### src/rtl/tm_pkg.sv
// Shared register offsets and state encoding for the thermal monitor.
// Assumes a byte-addressed 8-bit offset space with 32-bit registers.
package tm_pkg;
    localparam logic [7:0] A_SETTLE = 8'h00;
    localparam logic [7:0] A_MODE   = 8'h04;
    localparam logic [7:0] A_IEN    = 8'h08;
    localparam logic [7:0] A_PEND   = 8'h0C;
    localparam logic [7:0] A_DATA   = 8'h20;
    localparam logic [7:0] A_ATHR   = 8'h30;
    localparam logic [7:0] A_STHR   = 8'h40;
    localparam logic [7:0] A_ADB    = 8'h60;
    localparam logic [7:0] A_SDB    = 8'h64;
    localparam logic [7:0] A_PER    = 8'h68;
    localparam logic [7:0] A_PERH   = 8'h6C;

    typedef enum logic [1:0] {
        SQ_IDLE,
        SQ_SEL,
        SQ_WAIT
    } seq_state_t;
endpackage

### src/rtl/tm_seq.sv
// Scan sequencer: idle timer plus ascending channel walk.
// The timer counts only while idle; when the selected limit is reached a
// scan starts at channel 0. Assumes adc_done only arrives while waiting.
module tm_seq import tm_pkg::*; #(
    parameter int NCH = 4,
    parameter int PW  = 16
) (
    input  logic                   clk,
    input  logic                   rst_n,
    input  logic                   auto_en,
    input  logic [NCH-1:0]         chan_en,
    input  logic                   hot,
    input  logic [PW-1:0]          per,
    input  logic [PW-1:0]          per_hot,
    input  logic                   adc_done,
    output logic                   adc_start,
    output logic [$clog2(NCH)-1:0] adc_chan,
    output logic                   smp_vld
);
    localparam int CW = $clog2(NCH);
    localparam logic [CW-1:0] LAST = CW'(NCH - 1);

    seq_state_t    state;
    logic [PW-1:0] cnt;
    logic [CW-1:0] ch;
    logic [PW:0]   lim;
    logic          at_last;

    // Pick the idle limit and detect the final channel
    always_comb begin
        lim     = {1'b0, (hot ? per_hot : per)};
        at_last = (ch == LAST);
    end

    // Timer and channel-walk state machine
    always_ff @(posedge clk) begin
        if (!rst_n) begin
            state <= SQ_IDLE;
            cnt   <= '0;
            ch    <= '0;
        end else begin
            case (state)
                SQ_IDLE: begin
                    if (!auto_en) begin
                        cnt <= '0;
                    end else if (({1'b0, cnt} + (PW+1)'(1)) >= lim) begin
                        cnt   <= '0;
                        ch    <= '0;
                        state <= SQ_SEL;
                    end else begin
                        cnt <= cnt + PW'(1);
                    end
                end
                SQ_SEL: begin
                    if (chan_en[ch])  state <= SQ_WAIT;
                    else if (at_last) state <= SQ_IDLE;
                    else              ch    <= ch + CW'(1);
                end
                SQ_WAIT: begin
                    if (adc_done) begin
                        if (at_last) state <= SQ_IDLE;
                        else begin
                            ch    <= ch + CW'(1);
                            state <= SQ_SEL;
                        end
                    end
                end
                default: state <= SQ_IDLE;
            endcase
        end
    end

    assign adc_start = (state == SQ_SEL) && chan_en[ch];
    assign adc_chan  = ch;
    assign smp_vld   = (state == SQ_WAIT) && adc_done;
endmodule

### src/rtl/tm_chan.sv
// Per-channel result store, threshold compare and run-length debounce.
// Events are combinational on the sample strobe; counters saturate.
module tm_chan #(
    parameter int DW  = 12,
    parameter int DBW = 4
) (
    input  logic           clk,
    input  logic           rst_n,
    input  logic           smp_vld,
    input  logic [DW-1:0]  smp_data,
    input  logic [DW-1:0]  alm_thr,
    input  logic [DW-1:0]  sht_thr,
    input  logic [DBW-1:0] alm_db,
    input  logic [DBW-1:0] sht_db,
    input  logic           dir_up,
    output logic [DW-1:0]  data_q,
    output logic           hot_q,
    output logic           alm_evt,
    output logic           sht_evt
);
    localparam logic [DBW-1:0] CMAX = '1;

    logic [DBW-1:0] acnt, scnt, acnt_nx, scnt_nx;
    logic           over_a, over_s;

    // Compare against both thresholds and advance the run counters
    always_comb begin
        over_a  = dir_up ? (smp_data >= alm_thr) : (smp_data <= alm_thr);
        over_s  = dir_up ? (smp_data >= sht_thr) : (smp_data <= sht_thr);
        acnt_nx = !over_a ? '0 : ((acnt == CMAX) ? CMAX : acnt + DBW'(1));
        scnt_nx = !over_s ? '0 : ((scnt == CMAX) ? CMAX : scnt + DBW'(1));
        alm_evt = smp_vld && over_a && (acnt_nx >= alm_db);
        sht_evt = smp_vld && over_s && (scnt_nx >= sht_db);
    end

    // Capture the sample and the run lengths
    always_ff @(posedge clk) begin
        if (!rst_n) begin
            data_q <= '0;
            hot_q  <= 1'b0;
            acnt   <= '0;
            scnt   <= '0;
        end else if (smp_vld) begin
            data_q <= smp_data;
            hot_q  <= over_a;
            acnt   <= acnt_nx;
            scnt   <= scnt_nx;
        end
    end
endmodule

### src/rtl/thermal_monitor.sv
// Thermal auto-scan monitor top: register file, pending bits and output
// routing around the sequencer and the per-channel units.
// Assumes 2 <= NCH <= 4 (field positions 4+ch and 8+ch are fixed).
module thermal_monitor import tm_pkg::*; #(
    parameter int NCH = 4,
    parameter int DW  = 12,
    parameter int DBW = 4,
    parameter int PW  = 16,
    parameter int SW  = 16
) (
    input  logic                   clk,
    input  logic                   rst_n,
    input  logic                   reg_we,
    input  logic [7:0]             reg_addr,
    input  logic [31:0]            reg_wdata,
    output logic [31:0]            reg_rdata,
    output logic                   adc_start,
    output logic [$clog2(NCH)-1:0] adc_chan,
    input  logic                   adc_done,
    input  logic [DW-1:0]          adc_data,
    output logic [SW-1:0]          adc_settle,
    output logic                   irq,
    output logic                   shut_pin,
    output logic                   shut_rst_req
);
    logic [SW-1:0]  settle_q;
    logic           auto_q, dir_q, pol_q;
    logic [NCH-1:0] chen_q, ien_a_q, ien_p_q, ien_r_q, pend_a_q, pend_s_q;
    logic [DW-1:0]  athr_q [NCH];
    logic [DW-1:0]  sthr_q [NCH];
    logic [DBW-1:0] adb_q, sdb_q;
    logic [PW-1:0]  per_q, perh_q;
    logic [DW-1:0]  data_w [NCH];
    logic [NCH-1:0] hot_w, aevt_w, sevt_w, clr_a, clr_s;
    logic           smp_vld, wr_pend, unused_wdata;

    assign unused_wdata = ^reg_wdata;
    assign wr_pend      = reg_we && (reg_addr == A_PEND);
    assign clr_a        = wr_pend ? reg_wdata[0 +: NCH] : '0;
    assign clr_s        = wr_pend ? reg_wdata[4 +: NCH] : '0;

    // Configuration register writes
    always_ff @(posedge clk) begin
        if (!rst_n) begin
            settle_q <= '0; auto_q <= 1'b0; dir_q <= 1'b0; pol_q <= 1'b0;
            chen_q <= '0; ien_a_q <= '0; ien_p_q <= '0; ien_r_q <= '0;
            adb_q <= '0; sdb_q <= '0; per_q <= '0; perh_q <= '0;
            for (int i = 0; i < NCH; i++) begin
                athr_q[i] <= '0;
                sthr_q[i] <= '0;
            end
        end else if (reg_we) begin
            case (reg_addr)
                A_SETTLE: settle_q <= reg_wdata[SW-1:0];
                A_MODE: begin
                    auto_q <= reg_wdata[0];
                    dir_q  <= reg_wdata[1];
                    chen_q <= reg_wdata[4 +: NCH];
                    pol_q  <= reg_wdata[8];
                end
                A_IEN: begin
                    ien_a_q <= reg_wdata[0 +: NCH];
                    ien_p_q <= reg_wdata[4 +: NCH];
                    ien_r_q <= reg_wdata[8 +: NCH];
                end
                A_ADB:  adb_q  <= reg_wdata[DBW-1:0];
                A_SDB:  sdb_q  <= reg_wdata[DBW-1:0];
                A_PER:  per_q  <= reg_wdata[PW-1:0];
                A_PERH: perh_q <= reg_wdata[PW-1:0];
                default: ;
            endcase
            for (int i = 0; i < NCH; i++) begin
                if (reg_addr == A_ATHR + 8'(4*i)) athr_q[i] <= reg_wdata[DW-1:0];
                if (reg_addr == A_STHR + 8'(4*i)) sthr_q[i] <= reg_wdata[DW-1:0];
            end
        end
    end

    // Sticky pending bits: clear by writing one, events win
    always_ff @(posedge clk) begin
        if (!rst_n) begin
            pend_a_q <= '0;
            pend_s_q <= '0;
        end else begin
            pend_a_q <= (pend_a_q & ~clr_a) | aevt_w;
            pend_s_q <= (pend_s_q & ~clr_s) | sevt_w;
        end
    end

    // Read multiplexer
    always_comb begin
        reg_rdata = '0;
        case (reg_addr)
            A_SETTLE: reg_rdata[SW-1:0] = settle_q;
            A_MODE: begin
                reg_rdata[0] = auto_q;
                reg_rdata[1] = dir_q;
                reg_rdata[4 +: NCH] = chen_q;
                reg_rdata[8] = pol_q;
            end
            A_IEN: begin
                reg_rdata[0 +: NCH] = ien_a_q;
                reg_rdata[4 +: NCH] = ien_p_q;
                reg_rdata[8 +: NCH] = ien_r_q;
            end
            A_PEND: begin
                reg_rdata[0 +: NCH] = pend_a_q;
                reg_rdata[4 +: NCH] = pend_s_q;
            end
            A_ADB:  reg_rdata[DBW-1:0] = adb_q;
            A_SDB:  reg_rdata[DBW-1:0] = sdb_q;
            A_PER:  reg_rdata[PW-1:0]  = per_q;
            A_PERH: reg_rdata[PW-1:0]  = perh_q;
            default: ;
        endcase
        for (int i = 0; i < NCH; i++) begin
            if (reg_addr == A_DATA + 8'(4*i)) reg_rdata[DW-1:0] = data_w[i];
            if (reg_addr == A_ATHR + 8'(4*i)) reg_rdata[DW-1:0] = athr_q[i];
            if (reg_addr == A_STHR + 8'(4*i)) reg_rdata[DW-1:0] = sthr_q[i];
        end
    end

    tm_seq #(.NCH(NCH), .PW(PW)) u_seq (
        .clk(clk), .rst_n(rst_n), .auto_en(auto_q), .chan_en(chen_q),
        .hot(|(hot_w & chen_q)), .per(per_q), .per_hot(perh_q),
        .adc_done(adc_done), .adc_start(adc_start), .adc_chan(adc_chan),
        .smp_vld(smp_vld)
    );

    for (genvar g = 0; g < NCH; g++) begin : g_chan
        tm_chan #(.DW(DW), .DBW(DBW)) u_chan (
            .clk(clk), .rst_n(rst_n),
            .smp_vld(smp_vld && (adc_chan == ($clog2(NCH))'(g))),
            .smp_data(adc_data), .alm_thr(athr_q[g]), .sht_thr(sthr_q[g]),
            .alm_db(adb_q), .sht_db(sdb_q), .dir_up(dir_q),
            .data_q(data_w[g]), .hot_q(hot_w[g]),
            .alm_evt(aevt_w[g]), .sht_evt(sevt_w[g])
        );
    end

    assign adc_settle   = settle_q;
    assign irq          = |(pend_a_q & ien_a_q) | |(pend_s_q & (ien_p_q | ien_r_q));
    assign shut_rst_req = |(pend_s_q & ien_r_q);
    assign shut_pin     = pol_q ~^ (|(pend_s_q & ien_p_q));
endmodule

### config.mk
export PLATFORM = sky130hd
export DESIGN_NAME = thermal_monitor
export DESIGN_NICKNAME = d
export VERILOG_FILES = /design/src/rtl/tm_pkg.sv /design/src/rtl/tm_seq.sv /design/src/rtl/tm_chan.sv /design/src/rtl/thermal_monitor.sv
export SDC_FILE = /design/constraint.sdc
export NUM_CORES = 1
export LEC_CHECK = 0
export CAP_MARGIN = 30
export CELL_PAD_IN_SITES_DETAIL_PLACEMENT = 0
export CELL_PAD_IN_SITES_GLOBAL_PLACEMENT = 1
export CORE_ASPECT_RATIO = 0.8
export CORE_MARGIN = 4
export CORE_UTILIZATION = 45
export DETAILED_ROUTE_END_ITERATION = 12
export DONT_BUFFER_PORTS = 1
export PLACE_DENSITY = 0.71
export SKIP_LAST_GASP = 1
export SYNTH_ARGS = -nofsm -noshare
export SYNTH_HDL_FRONTEND = slang
export SYNTH_SLANG_ARGS = --single-unit
### constraint.sdc
create_clock -name clk -period 9.52 [get_ports clk]
set_input_delay 1.904 -clock clk [delete_from_list [all_inputs] [get_ports clk]]
set_output_delay 1.904 -clock clk [all_outputs]
set_load 0.005 [all_outputs]
# --- Word level (Yosys, flattened, before mapping) ---
# Memories as Yosys holds them, arrays and structs flattened.
# Cells that the tools add are included.
totals:
  ff_bits: 187
  ram_bits: 96
  in_bits: 56
  out_inout_bits: 54
  elab_cells: 275
  n_memories: 2
op_classes:
  addsub: 11
  magnitude_cmp: 26
  eq_ne: 37
  n_mux: 103
  bitwise_logic: 22
  reduce_logical: 41
memory_table:
  columns: ["memory", "words", "word_bits", "read_ports", "rd_ports_with_merged_regs", "write_ports", "line", "source"]
  rows:
  - ["athr_q", 4, 12, 4, 0, 4, "thermal_monitor.sv:29", "logic [DW-1:0] athr_q [NCH];"]
  - ["sthr_q", 4, 12, 4, 0, 4, "thermal_monitor.sv:30", "logic [DW-1:0] sthr_q [NCH];"]
op_table:
  columns: ["cell", "n"]
  rows:
  - ["$mux 12", 20]
  - ["$ge 12x12->1", 8]
  - ["$le 12x12->1", 8]
  - ["$mux 4", 18]
  - ["$eq 8x6->1 const B", 8]
  - ["$eq 8x7->1 const B", 8]
  - ["$mux 16", 3]
  - ["$mux 1", 43]
  - ["$add 4x1->4 const B", 8]
  - ["$eq 4x4->1 const B", 8]
  - ["$ge 4x4->1", 8]
  - ["$and 4x4->4", 7]
  - ["$pmux 4 s6", 1]
  - ["$logic_and 1x1->1", 23]
  - ["$mux 2", 10]
  - ["$reduce_or 4->1", 5]
  - ["$add 16x1->17 const B", 1]
  - ["$ge 17x16->1", 1]
  - ["$add 16x1->16 const B", 1]
  - ["$eq 8x4->1 const B", 2]
  - ["$pmux 2 s8", 1]
  - ["$pmux 2 s7", 1]
  - ["$reduce_and 2->1", 7]
  - ["$or 4x4->4", 3]
  - ["21 further kinds", 37]

# --- Logic depth before layout (Yosys ltp) ---
depth:
  depth_word: 14
  mapped_depth: 15
  ltp_nobuf: 14

# --- Hierarchy ---
# Synthesis repeated with hierarchy kept, for this count alone.
hier_totals:
  hier_cells: 2112
  area_unflattened_um2: 18853.1
modules_own_cells:
  columns: ["mod", "n_inst", "cells_per_inst", "area_per_inst_um2", "seq_area_each_um2"]
  rows:
  - ["thermal_monitor", 1, 1038, 9719.3, 4544.4]
  - ["tm_chan", 4, 218, 1843.0, 420.4]
  - ["tm_seq", 1, 202, 1761.7, 400.4]

# --- Worst setup path after synthesis ---
# No wires, ideal clock.
synth_path:
  path_type: "input-to-output"
  start: "input port reg_addr[1]"
  end: "output port reg_rdata[7]"
  t_arrival_ns: 3.488
  t_required_ns: 7.616
  setup_slack_ns: 4.128
  path_stages: 9
  cell_sequence: "buf_4 -> or4_1 -> buf_2 -> buf_2 -> o22ai_1 -> nand2_1 -> o31ai_1 -> a21oi_1 -> a221o_1"
synth_between:
  elab_chain_cells: 14
synth_rtl:
  columns: ["element", "line", "source"]
  rows:
  - ["start, declared", "thermal_monitor.sv:14", "input logic [7:0] reg_addr,"]
  - ["$eq 8x7->1, or another cell as far along", "thermal_monitor.sv:93", "case (reg_addr)"]
  - ["$pmux 4 s6", "thermal_monitor.sv:93", null]
  - ["$mux 12", "thermal_monitor.sv:117", "if (reg_addr == A_DATA + 8'(4*i)) reg_rdata[DW-1:0] = data_w[i];"]
  - ["$mux 12", "thermal_monitor.sv:118", "if (reg_addr == A_ATHR + 8'(4*i)) reg_rdata[DW-1:0] = athr_q[i];"]
  - ["$mux 12", "thermal_monitor.sv:119", "if (reg_addr == A_STHR + 8'(4*i)) reg_rdata[DW-1:0] = sthr_q[i];"]
  - ["$mux 12", "thermal_monitor.sv:117", null]
  - ["$mux 12", "thermal_monitor.sv:118", null]
  - ["$mux 12", "thermal_monitor.sv:119", null]
  - ["$mux 12", "thermal_monitor.sv:117", null]
  - ["$mux 12", "thermal_monitor.sv:118", null]
  - ["$mux 12", "thermal_monitor.sv:119", null]
  - ["$mux 12", "thermal_monitor.sv:117", null]
  - ["$mux 12", "thermal_monitor.sv:118", null]
  - ["$mux 12 *", "thermal_monitor.sv:119", null]
  - ["end, declared", "thermal_monitor.sv:16", "output logic [31:0] reg_rdata,"]
# Mark *: on every way between the ends. The rest lies on a longest branch, timed or not.

# --- Final worst setup path ---
layout_path:
  start: "input port reg_addr[7]"
  end: "output port reg_rdata[7]"
# Same word-level chain as after synthesis.

==> results.tsv <==
stage	metric	value	unit
synth	Netlist cell types	87	
place	DP Area	18300	um^2
setup_path	Worst setup EP type	primary output	
synth	Synth Flop Type	dfxtp_1	
setup_path	CP Buf/Inv Count	0	
final_layout	Final Cell Area	19400	um^2
place	detailed placer's ending HPWL	44700	um
pwr	Pleak	7.39	nW
timing	TNS Setup	0	ns
final_layout	n_diodes	0	
clock_tree	clock sinks	283	
route	vias per std cell	6.07	
synth	Syn Area/Cell	8.57	um^2
route	DRC viols	0	
floorplanning	IO Pins	110	
place	Final GP Congestion	0.929	
synth	dominant cell type by area after synthesis	dfxtp_1	
setup_path	WS Path Type	in2out	
timing	final count of hold timing violations	0	
synth	largest cells by area after synthesis	dfxtp_1 (21%), edfxtp_1 (16%), ha_1 (11%), nand2_1 (6.4%), a21oi_1 (6.0%)	
clock_tree	CTS H-tree depth	1	
clock_tree	CTS Buffer Depth	3	
route	Detailed Routing Iterations Pass 1	6	
timing	max-slew violations	0	
setup_path	crit-path cells	nand4bb_1 -> nor2_1 -> o2bb2ai_1 -> o31ai_1 -> a21oi_1 -> a221o_1	
synth	Synth top area share	21.0	%
pwr	Switching Power	0.676	mW
clock_tree	Num CTS Buffers	31	
route	routed len/inst	24.5	um
final_layout	share of cells above drive strength 1	7.07	%
final_layout	most frequent cells in the layout	nand2_1 (306), a21oi_1 (212), dfxtp_1 (187)	
floorplanning	Core Box Area	38700	um^2
pwr	Clk network pwr share	47.2	%
pwr	combinational power share	7.3	%
clock_tree	clock root buffer	clkbuf_16	
pwr	internal power	2.16	mW
setup_path	Worst path slowest cell	nor2_1	
synth	Mapped Area	17800	um^2
synth	xor/xnor share of the synthesized area	0.639	%
timing	Final period util	62.5	%
floorplanning	Rows	64	
final_layout	fin nets	2242	
setup_path	Top delay family on crit path	simple AND/OR/NAND/NOR gates	
final_layout	post-layout util	50.2	%
synth	Yosys reg bits	283	
synth	synth warn	0	
timing	fmax	168	MHz
synth	EDFF count, synth	96	
setup_path	CP startpoint kind	input pin	
synth	Post-Syn Instances	2080	
final_layout	area grow syn2layout	8.98	%
final_layout	commonest non-fill, non-tap cell in the layout	nand2_1	
global_routing	GRT Util Overall	28.9	%
clock_tree	Clk pin slew, worst setup/hold paths	0.06	ns
synth	sequential-to-total area share from yosys stat	37.2	%
pwr	part of the power in registers	45.4	%
timing	RSZ-0062 raised after global routing	no	
clock_tree	hold_buf cts	0	
floorplanning	die width	231	um
synth	asr flop ratio synth	0	%
synth	Synth Area in Compound Gates	19.1	%
place	DP Cell Count	2517	
route	antenna viol nets, final	0	
synth	Post-Synth Simple-Gate Area	21.7	%
pwr	worst vdd ir	0.000137	V
clock_tree	Post-CTS Resized	0	
clock_tree	CTS tree	yes	
synth	area share of fa/ha/maj cells after synthesis	11.3	%
timing	clock period minus final worst setup slack	5.95	ns
clock_tree	post-CTS setup buffers	0	
job	max cap viols	0	
pwr	Total Power Consumption	2.84	mW
timing	final-report setup violation count	0	
route	Vias	15700	
pwr	switch share	23.8	%
setup_path	Crit path largest cell delay	0.63	ns
route	Final Routed Wirelength	63000	um
min_path	min-delay worst type	reg2reg	
floorplanning	chip height	186	um
timing	relative slew slack	27.2	%
floorplanning	Die ar.	42900	um^2
route	DRT iter0 DRCs	1830	
setup_path	critical path arrival	4.05	ns
pwr	P per Cell Area	146	nW/um^2
run_status	outcome	completed	
global_routing	initial antenna violation count	1	
timing	Worst-Margin Slew	1.09	ns
synth	mux share of post-synthesis cell area	4.03	%
setup_path	WP data required	7.62	ns
floorplanning	Initial Utilization	46.1	%
clock_tree	Skew-Pair Late Insertion Delay	0.58	ns
global_routing	pin count of the biggest net entering global routing	64	
place	IO buf count	0	
global_routing	vias in the first global route	14800	
global_routing	global route overflow	0	
timing	Worst Clk Skew	0.0141	ns
global_routing	first-pass GRT wire length	94700	um
final_layout	Layout Cells excl Fill	2578	
setup_path	Crit Path Max Fanout	15	
synth	largest family of logic cells by synthesized area	simple AND/OR/NAND/NOR gates	
[metrics by stage]
stage          setup slack, ns  hold WS, ns
5_1_grt                   3.53        0.468
4_1_cts                   3.64        0.452
3_3_place_gp              3.64        0.439
3_5_place_dp              3.64        0.444
2_1_floorplan             4.13        0.432
6_report                  3.57        0.453
[sequential cells by signal (all words and copies together), names as in the netlist, 2 cells and up]
signal and cells:
adb_q 4, adc_settle 16, athr_q 48, chen_q 4
g_chan.u_chan.acnt 16, g_chan.u_chan.data_q 48, g_chan.u_chan.hot_q 4, g_chan.u_chan.scnt 16
ien_a_q 4, ien_p_q 4, ien_r_q 4, pend_a_q 4
pend_s_q 4, per_q 16, perh_q 16, sdb_q 4
sthr_q 48, u_seq.adc_chan 2, u_seq.cnt 16, u_seq.state 2
[Yosys cell counts (all sizes together), types with 21 or more instances]
cell	count
ha	161
a22oi	32
inv	115
nor3	41
edfxtp	96
a21o	40
nand3	82
nand4	27
o21ai	77
mux2i	55
buf	61
and2	99
a21oi	213
nand2	306
clkbuf	76
nand2b	25
nor2	100
dfxtp	187
a211oi	21
[per-layer routing]
| metal | global-route usage (%) | share of wire, % | up-vias |
|---|---|---|---|
| li1 | - | - | 7366 |
| met1 | 41.9 | 45 | 7498 |
| met2 | 44.7 | 43 | 677 |
| met3 | 5.29 | 9.3 | 116 |
| met4 | 7.69 | 3.2 | 0 |
| met5 | 0 | 0 | - |
[worst min-delay path, delay by kind of cell, from the launching register on]
kind	cells	cell delay (ns)
AO/OA/AOI/OAI	1	0.05
flip-flops	1	0.31
AND/OR/NAND/NOR	1	0.05
[power by group through the flow]
stage               logic [mW]  clock network [mW]  registers [mW]
finish                   0.208                1.34            1.29
detailed placement       0.202                   0            1.31
floorplan                0.166                   0            1.30
global placement         0.194                   0            1.31
global route             0.232                1.41            1.29
CTS                      0.203                1.35            1.29
[worst paths after layout]
check / start / endpoint / slack, ns / cells after the start
worst min register to register: g_chan[3].u_chan.data_q[7] / g_chan[3].u_chan.data_q[7] / 0.45 / 2
worst min-delay path: g_chan[3].u_chan.data_q[7] / g_chan[3].u_chan.data_q[7] / 0.45 / 2
worst max register to register: sthr_q[2][7] / pend_s_q[2] / 5.88 / 14
worst max-delay path: reg_addr[7] / reg_rdata[7] / 3.57 / 6
[layout make-up]
| cell class | instances | area, um^2 |
|---|---|---|
| clock buffer | 41 | 883 |
| clock inverter | 17 | 249 |
| fill | 3697 | 19200 |
| inverter | 116 | 438 |
| multi-input combinational | 1559 | 10200 |
| sequential | 283 | 6630 |
| tap | 528 | 661 |
| timing repair buffer | 34 | 365 |
[cells by family (layout without fill, tap and decap cells)]
family,Yosys count,in the layout
muxes,66,66
buffers and inverters,253,208
AOI/OAI and AO/OA,538,538
xor gates and xnor gates,13,13
and+or+nand+nor,765,765
DFF,283,283
adders and majority gates,161,161
other,1,16
Power figures use the tool's default switching activity.
